==> src/rtl/sram_tap.sv <==
module sram_tap #(
  parameter int          BSR_LEN  = 107,
  parameter logic [2:0]  REV      = 3'b000,
  parameter logic [16:0] DEV_CODE = 17'h1A895,
  parameter logic [10:0] VENDOR   = 11'b00000110100
) (
  input  logic               tck,
  input  logic               trst_n,
  input  logic               tms,
  input  logic               tdi,
  output logic               tdo,
  output logic               tdo_oe,
  input  logic [BSR_LEN-1:0] pin_in,
  output logic [BSR_LEN-1:0] pin_out,
  output logic               drv_hiz
);
  localparam logic [31:0] ID_WORD = {REV, DEV_CODE, VENDOR, 1'b1};
  localparam logic [2:0] OP_EXTEST = 3'b000;
  localparam logic [2:0] OP_IDENT  = 3'b001;
  localparam logic [2:0] OP_SAMPZ  = 3'b010;
  localparam logic [2:0] OP_PRELD  = 3'b100;

  typedef enum logic [3:0] {
    TLR = 4'd0, RTI = 4'd1, SEL_DR = 4'd2, CAP_DR = 4'd3,
    SH_DR = 4'd4, EX1_DR = 4'd5, PA_DR = 4'd6, EX2_DR = 4'd7,
    UP_DR = 4'd8, SEL_IR = 4'd9, CAP_IR = 4'd10, SH_IR = 4'd11,
    EX1_IR = 4'd12, PA_IR = 4'd13, EX2_IR = 4'd14, UP_IR = 4'd15
  } tap_st_e;

  tap_st_e             state, nxt;
  logic [2:0]          ir, ir_sh;
  logic                byp;
  logic [31:0]         id_sh;
  logic [BSR_LEN-1:0]  bsr;
  logic                sel_bsr, sel_id, serial;

  always_comb begin
    case (state)
      TLR:    nxt = tms ? TLR    : RTI;
      RTI:    nxt = tms ? SEL_DR : RTI;
      SEL_DR: nxt = tms ? SEL_IR : CAP_DR;
      CAP_DR: nxt = tms ? EX1_DR : SH_DR;
      SH_DR:  nxt = tms ? EX1_DR : SH_DR;
      EX1_DR: nxt = tms ? UP_DR  : PA_DR;
      PA_DR:  nxt = tms ? EX2_DR : PA_DR;
      EX2_DR: nxt = tms ? UP_DR  : SH_DR;
      UP_DR:  nxt = tms ? SEL_DR : RTI;
      SEL_IR: nxt = tms ? TLR    : CAP_IR;
      CAP_IR: nxt = tms ? EX1_IR : SH_IR;
      SH_IR:  nxt = tms ? EX1_IR : SH_IR;
      EX1_IR: nxt = tms ? UP_IR  : PA_IR;
      PA_IR:  nxt = tms ? EX2_IR : PA_IR;
      EX2_IR: nxt = tms ? UP_IR  : SH_IR;
      default: nxt = tms ? SEL_DR : RTI;
    endcase
  end

  assign sel_bsr = (ir == OP_EXTEST) || (ir == OP_SAMPZ) || (ir == OP_PRELD);
  assign sel_id  = (ir == OP_IDENT);
  assign drv_hiz = (ir == OP_SAMPZ);
  assign serial  = (state == SH_IR) ? ir_sh[0] :
                   sel_bsr ? bsr[0] : sel_id ? id_sh[0] : byp;

  always_ff @(posedge tck or negedge trst_n) begin
    if (!trst_n) begin
      state   <= TLR;
      ir      <= OP_IDENT;
      ir_sh   <= '0;
      byp     <= 1'b0;
      id_sh   <= '0;
      bsr     <= '0;
      pin_out <= '0;
    end else begin
      state <= nxt;
      case (state)
        TLR:    ir    <= OP_IDENT;
        CAP_IR: ir_sh <= 3'b001;
        SH_IR:  ir_sh <= {tdi, ir_sh[2:1]};
        UP_IR:  ir    <= ir_sh;
        CAP_DR: begin
          if (sel_bsr)     bsr   <= pin_in;
          else if (sel_id) id_sh <= ID_WORD;
          else             byp   <= 1'b0;
        end
        SH_DR: begin
          if (sel_bsr)     bsr   <= {tdi, bsr[BSR_LEN-1:1]};
          else if (sel_id) id_sh <= {tdi, id_sh[31:1]};
          else             byp   <= tdi;
        end
        UP_DR:
          if (ir == OP_EXTEST || ir == OP_PRELD) pin_out <= bsr;
        default: ;
      endcase
    end
  end

  always_ff @(negedge tck or negedge trst_n) begin
    if (!trst_n) begin
      tdo    <= 1'b0;
      tdo_oe <= 1'b0;
    end else begin
      tdo    <= serial;
      tdo_oe <= (state == SH_IR) || (state == SH_DR);
    end
  end
endmodule

==> config.mk <==
export PLATFORM = sky130hd
export DESIGN_NAME = sram_tap
export DESIGN_NICKNAME = d
export VERILOG_FILES = /design/src/rtl/sram_tap.sv
export SDC_FILE = /design/constraint.sdc
export NUM_CORES = 1
export LEC_CHECK = 0
export BUFFER_PORTS_ARGS = -buffer_cell sky130_fd_sc_hd__buf_4
export CAP_MARGIN = 20
export CORE_MARGIN = 3
export CORE_UTILIZATION = 45
export CTS_BUF_LIST = sky130_fd_sc_hd__clkbuf_8
export DETAILED_ROUTE_END_ITERATION = 7
export GPL_ROUTABILITY_DRIVEN = 1
export PLACE_DENSITY = 0.68
export SYNTH_ARGS = -nofsm -noshare
export SYNTH_HDL_FRONTEND = slang
export SYNTH_SLANG_ARGS = --single-unit
==> constraint.sdc <==
create_clock -name tck -period 1.9 [get_ports tck]
set_clock_uncertainty 0.05 [all_clocks]
set_input_delay 0 -clock tck [delete_from_list [all_inputs] [get_ports tck]]
set_output_delay 0 -clock tck [all_outputs]
set_load 0.005 [all_outputs]
==> metrics.md <==
| Metric | Value |
|---|---|
| Dpl ws | `-0.366 ns` |
| Yosys warning count | `0` |
| Layout cells sized above 1 | `between 40% and 50%` |
| Max incr delay on CP | `roughly 0.42 ns` |
| DRT iter0 DRCs | `384` |
| Net count after synthesis | `just under 1000` |
| Worst-Skew Late Latency | `0.54 ns` |
| Post-route setup TNS | `-3.17 ns` |
| GRT met3 Usage | `between 6 and 7%` |
| Total I/O pin count | `about 220` |
| Async set or reset register ratio after synthesis | `100%` |
| Power per cell area | `1350 nW/µm²` |
| XOR/XNOR share of the synthesized area | `0.0808%` |
| Initial Utilization | `46.0%` |
| Slew margin rel. | `49.5%` |
| Global routing's busiest layer | `met2` |
| Clk pin slew, worst setup/hold paths | `0.06 ns` |
| Tot Pwr | `23.0 mW` |
| Filler cells | `1520` |
| Leak Pwr | `8.18 nW` |
| Failing checks | `setup timing` |
| Synth Area in Simple Gates | `6.54%` |
| Reg2Reg Capture Point | `tdo` |
| Crit Path Max Fanout | `3` |
| Maximum vdd drop | `0.835 mV` |
| Max clock buf depth | `3` |
| Area growth syn-to-layout | `57.3%` |
| Hold WC Path Type | `primary input to async pin` |
| Router iterations before antenna repair | `4` |
| WS Path Type | `flop to flop` |
| Predominant post-synthesis flop cell | `dfrtp_1` |
| Post-detail-place hpwl | `approximately 16000 µm` |
| Final #Nets | `1403` |
| Reg-to-reg startpoint | `ir[1]` |
| Flops & latches, synth | `259` |
| Crit start category | `flop` |
| Final GP Congestion | `0.760` |
| Mux cell area share after synthesis | `20.9%` |
| Vias in the first global route | `between 8000 and 9000` |
| GRT Overall Usage | `19.8%` |
| Worst setup EP type | `flop` |
| Syn_area_per_cell | `12.5 µm²` |
| Worst EP arrival | `roughly 1.7 ns` |
| Most common cell in the netlist | `dfrtp_1` |
| Global-route wire length before repair | `42500 µm` |
| Largest net degree at the start of global routing | `135` |
| FF-to-FF path depth | `4` |
| Final hold vios | `0` |
| Die Area | `26000 µm²` |
| GR Overflow Total | `0` |
| GR met2 Demand/Resource | `32.3%` |
| Worst Path Buf+Inv | `1` |
| Area contributors post-synth | `dfrtp_1 (59%), mux2_2 (11%), mux2i_1 (9.8%)` |
| Final core occ | `between 70% and 80%` |
| Pins Over Slew Limit | `0` |
| Initial antenna violation count | `1` |
| Post-synthesis compound-gate area fraction | `9.29%` |
| Largest family of logic cells by synthesized area | `multiplexers` |
| Mapped cell area | `between 10000 and 15000 µm²` |
| Commonest cells post-synth | `dfrtp_1 (256), nand2_1 (124), mux2_2 (107)` |
| CTS tree | `yes` |
| Cell taking the most area after synthesis | `dfrtp_1` |
| WP data required | `1.25 ns` |
| MaxCap Viol Count | `0` |
| Post-synth EDFFs | `0` |
| Synth Area in Adders | `0%` |
| Clk root buf | `clkbuf_8` |
| Htree depth | `2` |
| Post-synth cell types | `45` |
| IO buf count | `220` |
| Met1 global-route usage | `26.0%` |
| Num CTS Buffers | `44` |
| CP Capture Point | `tdo` |
| CTS sink count | `around 260` |
| Total detailed-routing wirelength | `33500 µm` |
| Unrepaired setup endpoints after global routing | `yes` |
| CP startpoint | `ir[1]` |
| Detailed-route via count | `8653` |
| CP Cell Sequence | `buf_4 -> nand3b_1 -> a21oi_2 -> o32a_1` |
| Status | `complete, but fails checks` |
| # DRC | `0` |
| Die width | `161 µm` |
| Crit-path leading delay family | `flip-flops` |
| Core area | `23500 µm²` |
| # setup viols final | `80` |
| Critical Path Stages | `4` |
| Remaining antenna violation count | `0` |
| Row cnt | `56` |
| Worst-margin pin slew | `~0.76 ns` |
| Routed WL per cell | `around 20 µm` |
| Via density per instance | `5.26` |
| Post-Syn Instances | `about 870` |
| Setup slack, reg-to-reg | `-0.41 ns` |
| Final hold slack | `0.0279 ns` |
| DIE HEIGHT | `161 µm` |
| Sequential area share after synthesis | `59.8%` |
| Share of the synthesized area in the top cell type | `59.1%` |
| Slowest CP cell | `dfrtp_1` |
| Final worst setup slack | `-0.405 ns` |
==> power breakdown <==
group	leakage, nW	internal [mW]	total, mW	switching [mW]
logic	4.56	4.87	8.45	3.58
registers	3.11	7.71	9.54	1.83
clock network	0.518	2.80	5.03	2.22
==> through the flow <==
step                cell area [µm²]  std cells
finish                        17000       1645
global route                  17000       1644
CTS                           15200       1581
detailed placement            13100       1385
global placement              13100       1385
floorplan                     10900        866
==> layout make-up <==
class	instances	area [µm²]	area share, %
Timing Repair Buffer	441	4630	27.2
Antenna cell	1	2.50	0.0147
Multi-Input combinational cell	544	4620	27.1
Clock inverter	19	82.6	0.484
Tap cell	319	399	2.34
Clock buffer	60	826	4.84
Sequential cell	259	6480	38.0
Inverter	2	7.51	0.0440
==> cells in the final DEF, fill, tap and decap left out, types with 37 or more instances in the layout <==
cell type,synthesis,routed
dfrtp_1,256,256
mux2_2,107,107
nand2_2,0,37
o21ai_2,1,47
mux2i_1,106,85
clkbuf_8,0,60
o21ai_1,101,61
dlygate4sd3_1,0,110
nand2_1,124,67
buf_4,20,245
==> sequential cells by signal, summed over array words and instances (netlist names) <==
name,flops
id_sh,32
ir_sh,3
ir,3
tdo_oe,1
pin_out,107
tdo,1
byp,1
state,4
bsr,107
==> how the worst min path moves through the flow <==
stage	cells after the start	endpoint	slack, ns	startpoint
after detailed placement	2	pin_out[100]	0.02	trst_n
after global routing	3	pin_out[100]	0.05	trst_n
after global placement	2	bsr[100]	0.02	trst_n
final	3	pin_out[100]	0.03	trst_n
after CTS	3	pin_out[100]	0.04	trst_n
after floorplan	0	bsr[0]	-0.35	trst_n
==> logic make-up (layout without fill, tap and decap cells) <==
family / after synthesis / count (layout)
flip-flops: 259 / 259
multiplexers: 213 / 213
AO/OA/AOI/OAI: 170 / 170
AND/OR/NAND/NOR: 160 / 160
buffers and inverters: 63 / 522
XOR/XNOR: 1 / 1
other: 0 / 1
==> repair_timing <==
item	4_1_cts	5_1_grt
hold buffers	110	0
setup endpoints to repair	16	142
endpoints found under the hold margin	371	0
gates cloned	0	46
setup buffers	7	21
gates resized for setup	15	214
pin swaps	3	74
==> worst min-delay path: cells and delay by family <==
| family | cells | cell delay [ns] |
|---|---|---|
| buf+inv | 3 | 1.03 |
==> per-layer routing <==
layer	wire length, µm	up-vias
met2	16600	283
li1	-	3928
met5	0	-
met1	13700	4379
met3	2230	63
met4	861	0
Power figures use the tool's default switching activity.
